**src/rtl/tbp_pkg.sv**
```systemverilog
// Package: shared state and result encodings and status bit positions for
// the toggle-bit poller. Assumes the device returns its status on an 8-bit bus.
package tbp_pkg;
    localparam int TOG_BIT = 6;   // main toggle bit
    localparam int ERR_BIT = 5;   // exceeded-time flag
    localparam int SEC_BIT = 2;   // per-sector toggle bit

    typedef enum logic [2:0] {
        ST_IDLE,
        ST_RD_A,
        ST_RD_B,
        ST_RC_A,
        ST_RC_B
    } tbp_state_e;

    typedef enum logic [1:0] {
        RES_NONE,
        RES_DONE,
        RES_FAIL,
        RES_SUSP
    } tbp_res_e;
endpackage

```
**src/rtl/tbp_pair_cmp.sv**
```systemverilog
// Pair comparator: compares the first and second status samples of a pair.
// Reports toggling of the main bit and, in sector mode only, of the sector bit,
// plus the error flag of the second sample. Purely combinational.
module tbp_pair_cmp
    import tbp_pkg::*;
(
    input  logic [7:0] first_i,
    input  logic [7:0] second_i,
    input  logic       sect_mode_i,
    output logic       main_tog_o,
    output logic       sec_tog_o,
    output logic       err_o
);
    logic [7:0] diff;
    logic       unused_bits;

    // Bitwise change between the two samples of the pair.
    assign diff        = first_i ^ second_i;
    assign main_tog_o  = diff[TOG_BIT];
    assign sec_tog_o   = sect_mode_i & diff[SEC_BIT];
    assign err_o       = second_i[ERR_BIT];
    assign unused_bits = ^{diff[7], diff[4:3], diff[1:0], second_i[7:6], second_i[4:0]};
endmodule

```
**src/rtl/tbp_budget.sv**
```systemverilog
// Poll budget: counts completed samples since start and flags when the
// current sample is the last one allowed. Assumes MAX_POLLS >= 2.
module tbp_budget #(
    parameter int MAX_POLLS = 4096
) (
    input  logic clk,
    input  logic rst_n,
    input  logic clear_i,
    input  logic tick_i,
    output logic spent_o
);
    localparam int CW = $clog2(MAX_POLLS + 1);
    localparam logic [CW-1:0] LIMIT = CW'(MAX_POLLS);
    localparam logic [CW-1:0] LAST  = CW'(MAX_POLLS - 1);

    logic [CW-1:0] cnt_q;

    // Saturating count of samples, cleared by each accepted start.
    always_ff @(posedge clk) begin
        if (!rst_n)                          cnt_q <= '0;
        else if (clear_i)                    cnt_q <= '0;
        else if (tick_i && cnt_q != LIMIT)   cnt_q <= cnt_q + 1'b1;
    end

    assign spent_o = (cnt_q >= LAST);
endmodule

```
**src/rtl/tbp_fsm.sv**
```systemverilog
// Poll sequencer: runs the read port, holds the first sample of each pair,
// and turns the comparator verdict into next state and result pulses.
// Assumes the comparator sees the live second sample in the acknowledge cycle.
module tbp_fsm
    import tbp_pkg::*;
#(
    parameter int AW = 22
) (
    input  logic          clk,
    input  logic          rst_n,
    input  logic          start_i,
    input  logic          sect_chk_i,
    input  logic [AW-1:0] addr_i,
    output logic          rd_req_o,
    output logic [AW-1:0] rd_addr_o,
    input  logic          rd_ack_i,
    input  logic          main_tog_i,
    input  logic          sec_tog_i,
    input  logic          err_i,
    input  logic          spent_i,
    output logic          sect_mode_o,
    output logic          sample_o,
    output logic          clear_o,
    output logic [7:0]    first_o,
    input  logic [7:0]    rd_data_i,
    output logic          busy_o,
    output logic          done_o,
    output logic          fail_o,
    output logic          susp_o
);
    tbp_state_e    st_q, st_d;
    tbp_res_e      res_d;
    logic [AW-1:0] addr_q;
    logic          sect_q;
    logic [7:0]    first_q;
    logic          done_q, fail_q, susp_q;
    tbp_res_e      steady_res;

    assign rd_req_o    = (st_q != ST_IDLE);
    assign busy_o      = rd_req_o;
    assign rd_addr_o   = addr_q;
    assign sect_mode_o = sect_q;
    assign first_o     = first_q;
    assign sample_o    = rd_req_o && rd_ack_i;
    assign clear_o     = (st_q == ST_IDLE) && start_i;
    assign done_o      = done_q;
    assign fail_o      = fail_q;
    assign susp_o      = susp_q;

    // Verdict for a pair whose main bit held still.
    assign steady_res = sec_tog_i ? RES_SUSP : RES_DONE;

    // Next-state and result decision.
    always_comb begin
        st_d  = st_q;
        res_d = RES_NONE;
        unique case (st_q)
            ST_IDLE: if (start_i)  st_d = ST_RD_A;
            ST_RD_A: if (rd_ack_i) st_d = ST_RD_B;
            ST_RD_B: if (rd_ack_i) begin
                if (!main_tog_i)  res_d = steady_res;
                else if (err_i)   st_d  = ST_RC_A;
                else if (spent_i) res_d = RES_FAIL;
                else              st_d  = ST_RD_A;
            end
            ST_RC_A: if (rd_ack_i) st_d = ST_RC_B;
            ST_RC_B: if (rd_ack_i) res_d = main_tog_i ? RES_FAIL : steady_res;
            default: st_d = ST_IDLE;
        endcase
        if (res_d != RES_NONE) st_d = ST_IDLE;
    end

    // State, run context and first-sample capture.
    always_ff @(posedge clk) begin
        if (!rst_n) begin
            st_q    <= ST_IDLE;
            addr_q  <= '0;
            sect_q  <= 1'b0;
            first_q <= '0;
        end else begin
            st_q <= st_d;
            if (clear_o) begin
                addr_q <= addr_i;
                sect_q <= sect_chk_i;
            end
            if (sample_o && (st_q == ST_RD_A || st_q == ST_RC_A)) first_q <= rd_data_i;
        end
    end

    // Registered one-cycle result pulses.
    always_ff @(posedge clk) begin
        if (!rst_n) begin
            done_q <= 1'b0;
            fail_q <= 1'b0;
            susp_q <= 1'b0;
        end else begin
            done_q <= (res_d == RES_DONE);
            fail_q <= (res_d == RES_FAIL);
            susp_q <= (res_d == RES_SUSP);
        end
    end

    a_r3_req_hold: assert property (@(posedge clk) disable iff (!rst_n)
        (rd_req_o && !rd_ack_i) |=> rd_req_o);

    a_r2_one_result: assert property (@(posedge clk) disable iff (!rst_n)
        $onehot0({done_o, fail_o, susp_o}));

    a_r2_idle_on_result: assert property (@(posedge clk) disable iff (!rst_n)
        (done_o || fail_o || susp_o) |-> !busy_o);

    a_r2_single_pulse: assert property (@(posedge clk) disable iff (!rst_n)
        (done_o || fail_o || susp_o) |=> !(done_o || fail_o || susp_o));

    a_r3_addr_held: assert property (@(posedge clk) disable iff (!rst_n)
        (busy_o && $past(busy_o)) |-> $stable(rd_addr_o));

    a_r2_start_busy: assert property (@(posedge clk) disable iff (!rst_n)
        (!busy_o && start_i) |=> busy_o);
endmodule

```
**src/rtl/tbit_poll_ctrl.sv**
```systemverilog
// Top: toggle-bit completion poller. Wires the sequencer, pair comparator and
// poll budget. Assumes start is given only after the final write strobe.
module tbit_poll_ctrl #(
    parameter int AW        = 22,
    parameter int MAX_POLLS = 4096
) (
    input  logic          clk,
    input  logic          rst_n,
    input  logic          start_i,
    input  logic          sect_chk_i,
    input  logic [AW-1:0] addr_i,
    output logic          rd_req_o,
    output logic [AW-1:0] rd_addr_o,
    input  logic          rd_ack_i,
    input  logic [7:0]    rd_data_i,
    output logic          busy_o,
    output logic          done_o,
    output logic          fail_o,
    output logic          susp_o
);
    logic       main_tog, sec_tog, err_flag, spent, sect_mode, sample, clear;
    logic [7:0] first_byte;

    tbp_fsm #(.AW(AW)) u_fsm (
        .clk        (clk),
        .rst_n      (rst_n),
        .start_i    (start_i),
        .sect_chk_i (sect_chk_i),
        .addr_i     (addr_i),
        .rd_req_o   (rd_req_o),
        .rd_addr_o  (rd_addr_o),
        .rd_ack_i   (rd_ack_i),
        .main_tog_i (main_tog),
        .sec_tog_i  (sec_tog),
        .err_i      (err_flag),
        .spent_i    (spent),
        .sect_mode_o(sect_mode),
        .sample_o   (sample),
        .clear_o    (clear),
        .first_o    (first_byte),
        .rd_data_i  (rd_data_i),
        .busy_o     (busy_o),
        .done_o     (done_o),
        .fail_o     (fail_o),
        .susp_o     (susp_o)
    );

    tbp_pair_cmp u_cmp (
        .first_i    (first_byte),
        .second_i   (rd_data_i),
        .sect_mode_i(sect_mode),
        .main_tog_o (main_tog),
        .sec_tog_o  (sec_tog),
        .err_o      (err_flag)
    );

    tbp_budget #(.MAX_POLLS(MAX_POLLS)) u_budget (
        .clk    (clk),
        .rst_n  (rst_n),
        .clear_i(clear),
        .tick_i (sample),
        .spent_o(spent)
    );

    // a toggling pair with a clear error flag on the last allowed sample must fail.
    a_r9_budget_fail: assert property (@(posedge clk) disable iff (!rst_n)
        (sample && spent && main_tog && !err_flag && u_fsm.st_q == tbp_pkg::ST_RD_B) |=> fail_o);

    // companion: no result can appear while idle without a preceding sample.
    a_r10_no_spurious: assert property (@(posedge clk) disable iff (!rst_n)
        (!sample) |=> !(done_o || fail_o || susp_o));
endmodule

```
**config.mk**
```make
export PLATFORM = sky130hd
export DESIGN_NAME = tbit_poll_ctrl
export DESIGN_NICKNAME = d
export VERILOG_FILES = /design/src/rtl/tbp_pkg.sv /design/src/rtl/tbp_pair_cmp.sv /design/src/rtl/tbp_budget.sv /design/src/rtl/tbp_fsm.sv /design/src/rtl/tbit_poll_ctrl.sv
export SDC_FILE = /design/constraint.sdc
export NUM_CORES = 1
export LEC_CHECK = 0
export ABC_CLOCK_PERIOD_IN_PS = 2500
export BUFFER_PORTS_ARGS = -buffer_cell sky130_fd_sc_hd__buf_2
export CORE_ASPECT_RATIO = 1.75
export CORE_MARGIN = 5
export CORE_UTILIZATION = 54
export CTS_CLUSTER_DIAMETER = 150
export CTS_CLUSTER_SIZE = 20
export DETAILED_ROUTE_END_ITERATION = 10
export PLACE_DENSITY = 0.85
export SYNTH_ARGS = -nofsm -noshare
export SYNTH_HDL_FRONTEND = slang
export SYNTH_SLANG_ARGS = --single-unit
```
**constraint.sdc**
```tcl
create_clock -name clk -period 2.5 [get_ports clk]
set_input_delay 0.375 -clock clk [delete_from_list [all_inputs] [get_ports clk]]
set_output_delay 0.375 -clock clk [all_outputs]
set_load 0.02 [all_outputs]
```
* Word-level counts from Yosys, hierarchy flattened *
Index checks and enable logic that the tools add are counted.

word-level totals
  output and inout port bits = 27
  latch bits = 0
  word-level logic and storage cells = 55
  input bits = 35
  RAM bits = 0
  bits in read-only memories = 0
  memories = 0
  register bits after elaboration = 49

operators by class
  reductions and logical operators = 11
  $add $sub $neg = 1
  div/mod/pow operators = 0
  bitwise logic cells = 4
  multipliers = 0
  muxes and demuxes = 16
  equal/unequal tests = 14
  $lt $le $gt $ge = 1
  shift operators = 0

operators with widths
  cell                                                                  count
  2-to-1 mux 3 bit                                                      7
  one-hot mux 3 bit (5 select lines)                                    1
  2-to-1 mux 2 bit                                                      7
  adder 13 x 1 -> 13 bit (second input constant)                        1
  greater-or-equal comparator 13 x 12 -> 1 bit (second input constant)  1
  != test 13 bit (second input constant)                                1
  != test 2 bit (second input constant)                                 4
  AND reduction 7 bit                                                   1
  bitwise XOR 7 bit                                                     1
  equality test 3 x 2 -> 1 bit (second input constant)                  2
  equality test 2 bit (second input constant)                           2
  logical AND 1 bit                                                     4
  one-hot mux 2 bit (2 select lines)                                    1
  OR reduction 2 bit                                                    2
  equality test 3 x 1 -> 1 bit (second input constant)                  1
  equality test 3 bit (second input constant)                           1
  logical NOT 3 bit                                                     1
  != test 3 bit (second input constant)                                 1
  nonzero test 3 bit                                                    1
  equality test 2 x 1 -> 1 bit (second input constant)                  1
  != test 2 x 1 -> 1 bit (second input constant)                        1
  inverter 1 bit                                                        2
  nonzero test 2 bit                                                    1
  AND 1 bit                                                             1
  logical OR 1 bit                                                      1

* Depth between registers and ports, before layout *
  word-level depth = 8
  mapped depth = 6
  depth with buffers taken out = 6

* Cells and area by module *
A second synthesis with hierarchy kept.

unflattened totals
  cell total of the unflattened synthesis = 276
  area total of the unflattened synthesis = 2347.3 um^2

modules (own cells, without submodules)
  module        times used  cells each  sequential area each (um^2)  area an instance (um^2)
  tbp_fsm       1           182         740.7                        1564.0
  tbp_budget    1           90          260.2                        752.0
  tbp_pair_cmp  1           4           0.0                          31.3

* Worst setup path before layout *
No wires, ideal clock.

  kind = register to register
  start point = reg u_fsm.st_q[2]
  end point = reg u_budget.cnt_q[0]
  path buffers = 2
  cell stages (with the launch flop) = 7
  required time = 2.385 ns
  arrival time = 1.474 ns
  setup time = 0.115 ns
  clock period less this slack = 1.589 ns
  slack = 0.911 ns
  cells stage by stage = dfxtp_1 -> or3_1 -> or2_1 -> clkbuf_1 -> nand2_2 -> buf_4 -> nor2_1

between the ends
  longest elaborated chain between the ends = 3
  elaborated cells between the ends (all ways) = 6
  classes of those cells = reduce/logical: 6

RTL lines
  item                    RTL line              text
  from (decl)             tbp_fsm.sv:31         tbp_state_e st_q, st_d;
  from (signal assigned)  tbp_fsm.sv:81         st_q <= st_d;
  nonzero test 3 bit      tbp_fsm.sv:39         assign rd_req_o = (st_q != ST_IDLE);
  via busy_o              tbit_poll_ctrl.sv:16  output logic busy_o,
  logical AND 1 bit       tbp_fsm.sv:44         assign sample_o = rd_req_o && rd_ack_i;
  logical AND 1 bit       tbp_budget.sv:22      else if (tick_i && cnt_q != LIMIT) cnt_q <= cnt_q + 1'b1;
  to (signal assigned)    tbp_budget.sv:22
  to (decl)               tbp_budget.sv:16      logic [CW-1:0] cnt_q;

The timed path passes the listed nets, and every way through them passes these cells.
A chain may end at the register's enable or synchronous reset.

* Final worst setup path *
  start point = reg u_fsm.st_q[2]
  end point = reg u_fsm.addr_q[4], in the netlist u_fsm.rd_addr_o[4]

between the ends
  longest elaborated chain between the ends = 2

RTL lines
  item                  RTL line       text
  logical NOT 3 bit     tbp_fsm.sv:45  assign clear_o = (st_q == ST_IDLE) && start_i;
  logical AND 1 bit     tbp_fsm.sv:45
  to (signal assigned)  tbp_fsm.sv:83  addr_q <= addr_i;
  to (decl)             tbp_fsm.sv:33  logic [AW-1:0] addr_q;

Every way passes these cells.

==> results.md <==
- Outcome: completed
- Finished Cell Area: 2326 sq um
- Die Span Y: 89.43 microns
- Crit path DAT: 2000 ps
- CTS Hold Bufs: 0
- Share of flip-flops with an asynchronous set or reset: 0%
- Vias per cell: 5.267
- Layout Nets: 319
- Number of global-route vias before repair: 1770
- Period utilization: 72.43%
- Final Wtd Congestion: 0.7813
- ANT nets after route: 0
- Share of the synthesized area in the top cell type: 45.24%
- Final Setup Violations: 0
- Part of the Yosys area used for sequential elements: 45.24%
- R2R depth: 5
- Initial Utilization: 54.75%
- Clock latency on the worst-skew pair: 300 ps
- Mapped Nets: 267
- Ys flop type: dfxtp_1
- Slew Limit Headroom: 57.94%
- Post-route DRC violation count: 0
- Initial antenna violation count: 0
- Synth warn: 0
- Global-route wire length before repair: 7362 microns
- Critical path's slowest cell: or3_1
- # clock sinks: 44
- Power Total: 1.472 mW
- RSZ-0062 raised after global routing: no
- Crit end category: flip-flop
- Most common cell after layout, fill and taps aside: buf_2
- Max-slew violations: 0
- Final setup TNS: 0 ps
- Max cap viols: 0
- Worst Path Required: 2690 ps
- Register-to-register setup slack: 690 ps
- Clock power frac: 31.0%
- DRT Pass-1 Iters: 4
- Root Buffer: clkbuf_8
- Area contributors post-synth: dfxtp_1, nand2_1, a21boi_1
- Hold Crit Depth: 3
- Switching part of the total: 28.55%
- FF+latch count, synth: 44
- Final worst setup slack: 689.2 ps
- Reg power frac: 52.1%
- Port buffer count: 56
- Pint: 1.052 mW
- 1st-iter DRT viols: 17
- CTS tree: yes
- Core area: 3556 sq um
- Post-synth top area cell: dfxtp_1
- Cells after Synth: 230
- Post-synth EDFFs: 0
- Clk buf depth: 2
- Power density over cell area: 632.9 nW/um^2
- Final min period: 1811 ps
- Post-DP HPWL: 3260 microns
- Die Area: 4954 sq um
- WL per Instance: 13.05 microns
- Postcts setup bufs: 0
- CP peak stage delay: 490 ps
- Crit Path Max Fanout: 14
- Commonest non-fill, non-tap cells in the layout: buf_2, nand2_1, dfxtp_1
- Leakage: 0.9564 nW
- R2R Path End: u_fsm.rd_addr_o[4]
- Avg Cell Area, Syn: 8.465 sq um
- Worst Max-Slew Pin Slew: 625.5 ps
- P_sw: 0.4203 mW
- Clock skew: 7.682 ps
- Final wirelength: 4293 microns
- Hold Path Sink: u_fsm.rd_addr_o[6]
- Gate power share: 16.9%
- Worst min path class: in -> reg
- Hold Crit Start: addr_i[6]
- Hold_ws: 304.5 ps
- Setup CP Type: reg -> reg
- Pre-CTS setup slack: 717.1 ps
- Layout cells sized above 1: 26.15%
- Critical Path, Cell by Cell: or3_1, or2_1, buf_4, nand2_1, a21boi_1
- R2R Path Start: u_fsm.st_q[2]
- Die Wd: 55.39 microns
- Fmax: 0.5522 GHz
- Largest net degree at the start of global routing: 29
- I/O pin count: 62
- Num CTS Buffers: 5
- Synthesized area: 1947 sq um
- Resized Gates After CTS: 0
- Diodes inserted: 0
- Grt ovf: 0
- Number of H-tree levels: 2
- Clock Pin Slew Worst Setup and Hold Paths: 80 ps
- Final hold vios: 0
- Peak VDD IR: 524.2 uV
- Row count: 29
- Post-synth cell types: 41
- Area growth from synthesis to layout: 19.47%
- CP startpoint kind: flip-flop
- Placed Area: 2233 sq um
- Via count: 1733
- Total GRT Usage: 18.72%
-- how the worst max path moves through the flow --
stage / start / to / slack [ps]
after floorplan: u_fsm.st_q[2] / u_budget.cnt_q[0] / 910
after global placement: u_fsm.st_q[2] / u_budget.cnt_q[12] / 750
after detailed placement: u_fsm.st_q[2] / u_fsm.rd_addr_o[4] / 720
after CTS: u_fsm.st_q[2] / u_fsm.rd_addr_o[4] / 690
after global routing: u_fsm.st_q[2] / u_budget.cnt_q[8] / 590
final: u_fsm.st_q[2] / u_fsm.rd_addr_o[4] / 690
-- routing by layer --
| layer | global-route usage, % | routed length [microns] | vias to the layer above |
|---|---|---|---|
| met4 | 10.40 | 102 | 0 |
| li1 | - | - | 881 |
| met5 | 0 | 0 | - |
| met2 | 36.53 | 2413 | 43 |
| met3 | 6.214 | 312 | 10 |
| met1 | 16.70 | 1465 | 799 |
-- layout make-up --
class / count / area (sq um)
Fill cell: 330 / 1230
Multi-Input combinational cell: 164 / 960.9
Sequential cell: 44 / 880.8
Timing Repair Buffer: 59 / 302.8
Clock buffer: 6 / 82.58
Tap cell: 46 / 57.56
Inverter: 8 / 31.28
Clock inverter: 2 / 10.01
-- logic make-up after synthesis --
family | synth area share, %
AO/OA/AOI/OAI | 17.35
adder cells (fa/ha/maj) | 1.285
flip-flops | 45.24
multiplexers | 0.5142
XOR/XNOR | 5.848
AND/OR/NAND/NOR | 24.36
buffers and inverters | 5.398
-- cells in the mapped netlist, types with 3 or more instances --
master / number
a21boi_1: 23
nor2_1: 14
inv_1: 7
clkbuf_1: 3
xor2_1: 3
nor3_1: 3
nor4b_1: 3
nand4_1: 3
buf_4: 3
nand3_1: 3
nor4_1: 6
xnor2_1: 10
dfxtp_1: 44
or3_1: 3
a21oi_1: 5
o21ai_0: 6
buf_2: 8
nand2_1: 55
-- power by group through the flow --
stage | combinational, mW | sequential (mW) | clock, mW
5_1_grt | 0.279 | 0.773 | 0.501
4_1_cts | 0.253 | 0.767 | 0.469
3_3_place_gp | 0.244 | 0.780 | 0
2_1_floorplan | 0.147 | 0.808 | 0
3_5_place_dp | 0.251 | 0.783 | 0
6_report | 0.248 | 0.767 | 0.457
-- flip-flops by register name, indices dropped and copies added (netlist names) --
name	count
u_budget.cnt_q	13
u_fsm.done_o	1
u_fsm.fail_o	1
u_fsm.first_o	2
u_fsm.rd_addr_o	22
u_fsm.sect_mode_o	1
u_fsm.st_q	3
u_fsm.susp_o	1
-- metrics by stage --
stage | cells | utilization [%]
final | 329 | 65.41
after global routing | 329 | 65.41
after CTS | 329 | 65.41
after detailed placement | 321 | 62.81
after global placement | 321 | 62.81
after floorplan | 230 | -
-- worst max-delay path: cells and delay by family, from the launching register on --
family | cells | cell delay, ps
flops | 1 | 430
compound gates | 1 | 70
simple gates | 3 | 960
buf+inv | 1 | 250
No activity file was read; power rests on OpenSTA's default activity.
